<file path="src/rtl/cf_pkg.sv">
`timescale 1ns/1ps
package cf_pkg;

  localparam logic [7:0] TAG_HEAD_FIRST = 8'hAA;
  localparam logic [7:0] TAG_HEAD_NEXT  = 8'hCC;
  localparam logic [7:0] TAG_TAIL_END   = 8'h55;
  localparam logic [7:0] TAG_TAIL_MORE  = 8'h33;

  localparam logic [31:0] CRC_POLY_REFL = 32'hEDB88320;
  localparam logic [31:0] CRC_INIT      = 32'hFFFFFFFF;

  typedef enum logic [1:0] {
    PH_ARB  = 2'd0,
    PH_BODY = 2'd1,
    PH_TAIL = 2'd2
  } phase_e;

  function automatic logic [31:0] crc_fold64(input logic [31:0] seed,
                                             input logic [63:0] word);
    logic [31:0] c;
    logic        fb;
    c = seed;
    for (int b = 0; b < 64; b++) begin
      fb = c[0] ^ word[b];
      c  = c >> 1;
      if (fb) c = c ^ CRC_POLY_REFL;
    end
    return c;
  endfunction

endpackage

</file>
<file path="src/rtl/cf_rr_arb.sv">
`timescale 1ns/1ps
module cf_rr_arb #(
  parameter int N    = 4,
  parameter int CH_W = 2
) (
  input  logic [N-1:0]    req,
  input  logic [CH_W-1:0] last,
  output logic [CH_W-1:0] pick,
  output logic            any
);

  always_comb begin
    any  = 1'b0;
    pick = '0;
    for (int k = 1; k <= N; k++) begin
      if (!any && req[(int'(last) + k) % N]) begin
        any  = 1'b1;
        pick = CH_W'((int'(last) + k) % N);
      end
    end
  end

endmodule

</file>
<file path="src/rtl/cf_crc_step.sv">
`timescale 1ns/1ps
module cf_crc_step (
  input  logic [31:0] seed,
  input  logic [63:0] word,
  output logic [31:0] folded
);
  import cf_pkg::*;

  always_comb folded = crc_fold64(seed, word);

endmodule

</file>
<file path="src/rtl/cf_chan_ctx.sv">
`timescale 1ns/1ps
module cf_chan_ctx #(
  parameter int N     = 4,
  parameter int CH_W  = 2,
  parameter int PKT_W = 12
) (
  input  logic             clk,
  input  logic             rst_n,
  input  logic [CH_W-1:0]  rd_ch,
  output logic [PKT_W-1:0] rd_pkt,
  output logic             rd_cont,
  output logic [31:0]      rd_crc,
  input  logic             wr_en,
  input  logic [CH_W-1:0]  wr_ch,
  input  logic             wr_cont,
  input  logic [31:0]      wr_crc
);

  logic [PKT_W-1:0] pkt_q  [N];
  logic             cont_q [N];
  logic [31:0]      crc_q  [N];

  always_ff @(posedge clk or negedge rst_n) begin
    if (!rst_n) begin
      for (int i = 0; i < N; i++) begin
        pkt_q[i]  <= '0;
        cont_q[i] <= 1'b0;
        crc_q[i]  <= '0;
      end
    end else begin
      for (int i = 0; i < N; i++) begin
        if (wr_en && (wr_ch == CH_W'(i))) begin
          pkt_q[i]  <= pkt_q[i] + 1'b1;
          cont_q[i] <= wr_cont;
          crc_q[i]  <= wr_crc;
        end
      end
    end
  end

  assign rd_pkt  = pkt_q[rd_ch];
  assign rd_cont = cont_q[rd_ch];
  assign rd_crc  = crc_q[rd_ch];

  for (genvar g = 0; g < N; g++) begin : g_chk
    // one cell closed on a channel moves its cell number by exactly one
    a_r5_pkt_step: assert property (@(posedge clk) disable iff (!rst_n)
      (wr_en && wr_ch == CH_W'(g)) |=> (pkt_q[g] == $past(pkt_q[g]) + 1'b1));
    // untouched channels keep their number
    a_r5_pkt_hold: assert property (@(posedge clk) disable iff (!rst_n)
      !(wr_en && wr_ch == CH_W'(g)) |=> $stable(pkt_q[g]));
  end

endmodule

</file>
<file path="src/rtl/cell_framer.sv">
`timescale 1ns/1ps
module cell_framer #(
  parameter int NUM_CH     = 4,
  parameter int CELL_WORDS = 128,
  parameter int PKT_W      = 12
) (
  input  logic                  clk,
  input  logic                  rst_n,
  input  logic [39:0]           link_status,
  input  logic [NUM_CH-1:0]     remote_pause,
  input  logic [NUM_CH-1:0]     in_valid,
  output logic [NUM_CH-1:0]     in_ready,
  input  logic [NUM_CH*64-1:0]  in_data,
  input  logic [NUM_CH*8-1:0]   in_keep,
  input  logic [NUM_CH-1:0]     in_last,
  input  logic [NUM_CH*8-1:0]   in_user,
  input  logic                  out_grant,
  output logic                  out_valid,
  output logic                  out_ctrl,
  output logic [63:0]           out_data
);
  import cf_pkg::*;

  localparam int CH_W  = (NUM_CH > 1) ? $clog2(NUM_CH) : 1;
  localparam int CNT_W = $clog2(CELL_WORDS);
  localparam logic [CNT_W-1:0] CNT_LAST = CNT_W'(CELL_WORDS - 1);

  // reset: asynchronous assert, synchronous release
  logic [1:0] rst_pipe;
  logic       rst_ns;
  always_ff @(posedge clk or negedge rst_n) begin
    if (!rst_n) rst_pipe <= 2'b00;
    else        rst_pipe <= {rst_pipe[0], 1'b1};
  end
  assign rst_ns = rst_pipe[1];

  // per-channel views of the flat input buses
  logic [63:0] data_a [NUM_CH];
  logic [7:0]  keep_a [NUM_CH];
  logic [7:0]  user_a [NUM_CH];
  for (genvar g = 0; g < NUM_CH; g++) begin : g_unpack
    assign data_a[g] = in_data[g*64 +: 64];
    assign keep_a[g] = in_keep[g*8 +: 8];
    assign user_a[g] = in_user[g*8 +: 8];
  end

  // state
  phase_e            phase_q, phase_n;
  logic [CH_W-1:0]   sel_q, sel_n;
  logic [CH_W-1:0]   prev_q, prev_n;
  logic [CNT_W-1:0]  cnt_q, cnt_n;
  logic [31:0]       crc_q, crc_n;
  logic              eof_q, eof_n;
  logic [3:0]        nb_q, nb_n;
  logic [7:0]        usr_q, usr_n;

  // arbitration
  logic [NUM_CH-1:0] req;
  logic [CH_W-1:0]   pick;
  logic              any_req;
  assign req = in_valid & ~remote_pause;

  cf_rr_arb #(.N(NUM_CH), .CH_W(CH_W)) u_arb (
    .req  (req),
    .last (prev_q),
    .pick (pick),
    .any  (any_req)
  );

  // channel context
  logic [CH_W-1:0]  ctx_rd_ch;
  logic [PKT_W-1:0] ctx_pkt;
  logic             ctx_cont;
  logic [31:0]      ctx_crc;
  logic             ctx_wr;
  assign ctx_rd_ch = (phase_q == PH_ARB) ? pick : sel_q;

  cf_chan_ctx #(.N(NUM_CH), .CH_W(CH_W), .PKT_W(PKT_W)) u_ctx (
    .clk     (clk),
    .rst_n   (rst_ns),
    .rd_ch   (ctx_rd_ch),
    .rd_pkt  (ctx_pkt),
    .rd_cont (ctx_cont),
    .rd_crc  (ctx_crc),
    .wr_en   (ctx_wr),
    .wr_ch   (sel_q),
    .wr_cont (!eof_q),
    .wr_crc  (crc_q)
  );

  // crc datapath on the selected beat
  logic [63:0] beat_data;
  logic        beat_valid;
  logic        beat_last;
  logic        cell_full;
  logic [31:0] crc_fold;
  assign beat_data  = data_a[sel_q];
  assign beat_valid = in_valid[sel_q];
  assign beat_last  = in_last[sel_q];
  assign cell_full  = (cnt_q == CNT_LAST);

  cf_crc_step u_crc (
    .seed   (crc_q),
    .word   (beat_data),
    .folded (crc_fold)
  );

  // output word
  logic take;
  always_comb begin
    out_valid = 1'b0;
    out_ctrl  = 1'b0;
    out_data  = '0;
    unique case (phase_q)
      PH_ARB: begin
        out_valid = any_req;
        out_ctrl  = 1'b1;
        out_data  = {(ctx_cont ? TAG_HEAD_NEXT : TAG_HEAD_FIRST),
                     ctx_pkt, 4'(pick), link_status};
      end
      PH_BODY: begin
        out_valid = beat_valid;
        out_ctrl  = 1'b0;
        out_data  = beat_data;
      end
      PH_TAIL: begin
        out_valid = 1'b1;
        out_ctrl  = 1'b1;
        out_data  = {(eof_q ? TAG_TAIL_END : TAG_TAIL_MORE),
                     crc_q, 4'b0, nb_q, 8'b0, usr_q};
      end
      default: ;
    endcase
  end
  assign take = out_valid && out_grant;

  always_comb begin
    in_ready = '0;
    if (phase_q == PH_BODY && out_grant) in_ready[sel_q] = 1'b1;
  end

  assign ctx_wr = (phase_q == PH_TAIL) && take;

  // next state
  always_comb begin
    phase_n = phase_q;
    sel_n   = sel_q;
    prev_n  = prev_q;
    cnt_n   = cnt_q;
    crc_n   = crc_q;
    eof_n   = eof_q;
    nb_n    = nb_q;
    usr_n   = usr_q;
    if (take) begin
      unique case (phase_q)
        PH_ARB: begin
          phase_n = PH_BODY;
          sel_n   = pick;
          cnt_n   = '0;
          crc_n   = ctx_cont ? ctx_crc : CRC_INIT;
        end
        PH_BODY: begin
          crc_n = crc_fold;
          cnt_n = cnt_q + 1'b1;
          if (beat_last || cell_full) begin
            phase_n = PH_TAIL;
            eof_n   = beat_last;
            nb_n    = 4'($countones(keep_a[sel_q]));
            usr_n   = user_a[sel_q];
          end
        end
        PH_TAIL: begin
          phase_n = PH_ARB;
          prev_n  = sel_q;
        end
        default: phase_n = PH_ARB;
      endcase
    end
  end

  // registers, clock-enabled by take
  always_ff @(posedge clk or negedge rst_ns) begin
    if (!rst_ns) begin
      phase_q <= PH_ARB;
      sel_q   <= '0;
      prev_q  <= CH_W'(NUM_CH - 1);
      cnt_q   <= '0;
      crc_q   <= '0;
      eof_q   <= 1'b0;
      nb_q    <= '0;
      usr_q   <= '0;
    end else if (take) begin
      phase_q <= phase_n;
      sel_q   <= sel_n;
      prev_q  <= prev_n;
      cnt_q   <= cnt_n;
      crc_q   <= crc_n;
      eof_q   <= eof_n;
      nb_q    <= nb_n;
      usr_q   <= usr_n;
    end
  end

  // checker: data words seen since the last leading word
  logic [CNT_W:0] seen_q;
  always_ff @(posedge clk or negedge rst_ns) begin
    if (!rst_ns) seen_q <= '0;
    else if (take && phase_q == PH_ARB) seen_q <= '0;
    else if (take && !out_ctrl) seen_q <= seen_q + 1'b1;
  end

  // never more data words in a cell than the limit
  a_r3_cell_bound: assert property (@(posedge clk) disable iff (!rst_ns)
    seen_q <= (CNT_W+1)'(CELL_WORDS));
  // at most one channel is taken from, and only under grant
  a_r8_ready_onehot: assert property (@(posedge clk) disable iff (!rst_ns)
    $onehot0(in_ready));
  a_r8_ready_grant: assert property (@(posedge clk) disable iff (!rst_ns)
    (|in_ready) |-> out_grant);
  // a withheld trailing word does not change
  a_r8_tail_hold: assert property (@(posedge clk) disable iff (!rst_ns)
    (phase_q == PH_TAIL && !out_grant) |=> $stable(out_data));
  // a new cell never starts on a paused channel
  a_r7_no_paused_start: assert property (@(posedge clk) disable iff (!rst_ns)
    (phase_q == PH_ARB && take) |-> !remote_pause[pick]);
  // the chosen channel is actually asking
  a_r6_pick_valid: assert property (@(posedge clk) disable iff (!rst_ns)
    (phase_q == PH_ARB && take) |-> in_valid[pick]);

endmodule

</file>
<file path="config.mk">
export PLATFORM = sky130hd
export DESIGN_NAME = cell_framer
export DESIGN_NICKNAME = d
export VERILOG_FILES = /design/src/rtl/cf_pkg.sv /design/src/rtl/cf_rr_arb.sv /design/src/rtl/cf_crc_step.sv /design/src/rtl/cf_chan_ctx.sv /design/src/rtl/cell_framer.sv
export SDC_FILE = /design/constraint.sdc
export NUM_CORES = 1
export LEC_CHECK = 0
export BUFFER_PORTS_ARGS = -buffer_cell sky130_fd_sc_hd__buf_2
export CORE_ASPECT_RATIO = 0.7
export CORE_MARGIN = 4
export CORE_UTILIZATION = 60
export CTS_CLUSTER_SIZE = 24
export DETAILED_ROUTE_END_ITERATION = 8
export PLACE_DENSITY_LB_ADDON = 0.1
export RECOVER_POWER = 100
export SLEW_MARGIN = 5
export SYNTH_ARGS = -nofsm -noshare
export SYNTH_HDL_FRONTEND = slang
export SYNTH_SLANG_ARGS = --single-unit
</file>
<file path="constraint.sdc">
create_clock -name clk -period 21.6 [get_ports clk]
set_clock_uncertainty 0.05 [all_clocks]
set_input_delay 2.16 -clock clk [delete_from_list [all_inputs] [get_ports clk]]
set_output_delay 2.16 -clock clk [all_outputs]
set_load 0.02 [all_outputs]
</file>
==> impl_metrics.yaml <==
clocking:
  cts_hold_buf: 0
  clk_pin_slew_ps: 60
  cts_buffer_depth: 3
  root_buffer: "clkbuf_16"
  cts_setup_buffers: 0
  ctsResizeCount: 0
  cts_tree: "built"
  htreeDepth: 1
  cts.sinks: 240
  worstSkewPairLatency_ps: 570
  cts_buffers: 26
logic_synthesis:
  syn_avg_cell_area_sq_um: 10.7
  ys_async_sr_fraction_pct: 100
  synth-xor-area-share_pct: 35.4
  ys_ff_latch: 240
  synth_edf_count: 0
  ys_warn_count: 0
  ys.flop_type: "dfrtp_1"
  synth_nets: 2386
  syn_inst: 1999
  synth_top_family_by_area: "XOR/XNOR gates"
  synth_compound_area_share_pct: 5.64
  synthDistinctLibCells: 60
  synth-simple-area-share_pct: 12.8
  synth_area_sq_um: 21400
  yosysSeqAreaShare_pct: 28.1
  synth_fa_ha_area_share_pct: 0.844
  synth_mux_area_share_pct: 14.9
routing:
  drtAntennaViolNets: 0
  viasPerCell: 6.37
  drcViolationCount: 0
  wl_per_cell_um: 28.5
  wirelength_um: 82000
  first_iter_violations: 2398
  vias: 18400
  first_pass_iters: 6
placed_design:
  place.gp.congestion: 1.04
  dp_cells: 2831
  port_buffers: 444
  hpwl_um: 62600
timing:
  finalMaxSlewViolations: 805
  fmax_mhz: 72.6
  finalSetupViolCount: 0
  rsz0062_at_grt: "false"
  finalHoldViolations: 0
  period_needed_ps: 13780
  tns_ps: 0
  finalCritPeriodShare_pct: 63.8
  worst_pin_slew_ps: 4490
  max_slew_margin_pct: -199
finish:
  nets: 2774
  area_growth_pct: 15.4
  stdcell_count: 2880
  fillCellCount: 2668
  layout.area.seq_sq_um: 6020
  multi_input_area_sq_um: 14800
  drive_gt1_share_pct: 27.3
global_route:
  gr-total-overflow: 0
  grt_first_pass_wirelength_um: 118000
  gr-usage-all-layers_pct: 41.1
  grt_pass1_vias: 17900
  grt_max_degree: 85
  antenna_found_initial: 5
critical_path:
  reg2reg_to: "crc_q[4]"
  r2r_cells: 17
  path_delay_family: "XOR/XNOR gates"
  end_kind: "register"
  max_stage_delay_ps: 3140
  crit_path_frequent_cell: "xnor2_1"
  regToRegSetupSlack_ps: 7820
  crit_slowest_cell: "clkbuf_1"
  cp-start-kind: "register"
  path_cells: "clkbuf_1 -> mux4_2 -> xnor2_1 -> xor3_1 -> xnor2_1 -> xor3_1 -> xnor3_1 -> xnor3_1 -> xnor2_1 -> xnor2_1 -> xnor3_1 -> xnor2_1 -> xnor3_1 -> xor2_1 -> xor2_1 -> a21oi_1 -> o21ai_0"
  cp_num_buf_inv: 1
  crit_cells: 17
  crit_fanout: 52
  arrival_ps: 14180
  worstSetupPathType: "register to register"
  regToRegStartpoint: "sel_q[0]"
  cp_data_required_time_ps: 22000
min_path:
  hold_path.class: "register to register"
  min_path_cells: 0
  holdPathEnd: "rst_pipe[1]"
  worstHoldStart: "rst_pipe[0]"
die:
  fp.dieW_um: 233
  dieArea_sq_um: 38700
  num_rows: 57
  io_pins: 445
  core-area_sq_um: 34900
  die_h_um: 166
  initial_utilization_pct: 61.2
job:
  drv_cap: 18
outcome:
  status: "finished, violations left"
  violations: "max-capacitance violations, max-slew violations"
## placed cells by master (no fill, tap or decap), drive strengths merged, types with 3 or more instances in the layout
| cell | instances |
|---|---|
| o21ai | 77 |
| dfrtp | 238 |
| and3 | 30 |
| a221o | 4 |
| nand2b | 3 |
| nor3 | 11 |
| o21a | 4 |
| o221ai | 3 |
| a211oi | 5 |
| xor3 | 26 |
| clkinv | 5 |
| mux2 | 79 |
| xor2 | 109 |
| mux4 | 83 |
| fa | 4 |
| nand3 | 59 |
| a311oi | 12 |
| xnor2 | 308 |
| a22o | 4 |
| o22ai | 4 |
| clkbuf | 119 |
| or3 | 3 |
| ha | 8 |
| nand2 | 471 |
| bufinv | 4 |
| buf | 386 |
| nor2 | 50 |
| inv | 13 |
| a21oi | 49 |
| a21o | 5 |
| nand4 | 18 |
| xnor3 | 121 |
| nor2b | 4 |
| a31oi | 13 |
| mux2i | 43 |
| o211ai | 10 |
## layer usage
| layer | global-route usage, % | routed length [um] | part of all wire (%) |
|---|---|---|---|
| met3 | 13.2 | 11400 | 14 |
| met1 | 59.0 | 32000 | 39 |
| met5 | 0 | 62 | 0.076 |
| met2 | 59.5 | 34900 | 43 |
| met4 | 14.1 | 3560 | 4.3 |
## cells in the mapped netlist, drive strengths merged (43+ instances only)
library cell	number	area, sq um
a21oi	49	245
clkbuf	86	323
dfrtp	238	5960
mux2	79	890
mux2i	43	430
mux4	83	1870
nand2	471	1770
nand3	59	295
nor2	50	188
o21ai	77	385
xnor2	308	3110
xnor3	121	2750
xor2	109	1060
## worst max-delay path by stage
stage,startpoint,endpoint
floorplan,in_data[196],crc_q[20]
global placement,in_data[196],crc_q[17]
detailed placement,in_data[196],crc_q[23]
CTS,sel_q[0],crc_q[23]
global route,sel_q[0],crc_q[4]
finish,sel_q[0],crc_q[4]
## through the flow
step	cell area (sq um)	worst slack, ps	hold WS [ps]	util [%]
after floorplan	21400	13300	281	-
after global placement	24000	12200	293	68.8
after detailed placement	24000	12180	303	68.8
after CTS	24900	12420	320	71.4
after global routing	24600	6850	327	70.6
final	24600	7820	318	70.6
## cells by family after synthesis
family	count (synthesis)
xor+xnor	564
simple gates	658
mux	205
other cells	1
flops	240
compound gates	199
fa+ha+maj	12
buf+inv	120
## registers in the layout, indices dropped and copies added, names as in the netlist
name and cells:
nb_q 4, rst_pipe 2, u_ctx.crc_q 128, crc_q 32
prev_q 2, cnt_q 7, eof_q 1, phase_q 2
usr_q 8, u_ctx.pkt_q 48, sel_q 2, u_ctx.cont_q 4
## layout make-up
class                   count  share of cell area (%)
clock buffers              37                    3.06
clock inverters            11                   0.665
flip-flops and latches    240                    24.4
diodes                      1                  0.0102
multi-input cells        1639                    60.1
inverters                  12                   0.183
repair buffers            468                    9.21
well taps                 472                    2.40
Power is left out: the tool's default activity adds up to more than one toggle a clock period on the data nets, which glitch-free logic cannot reach.
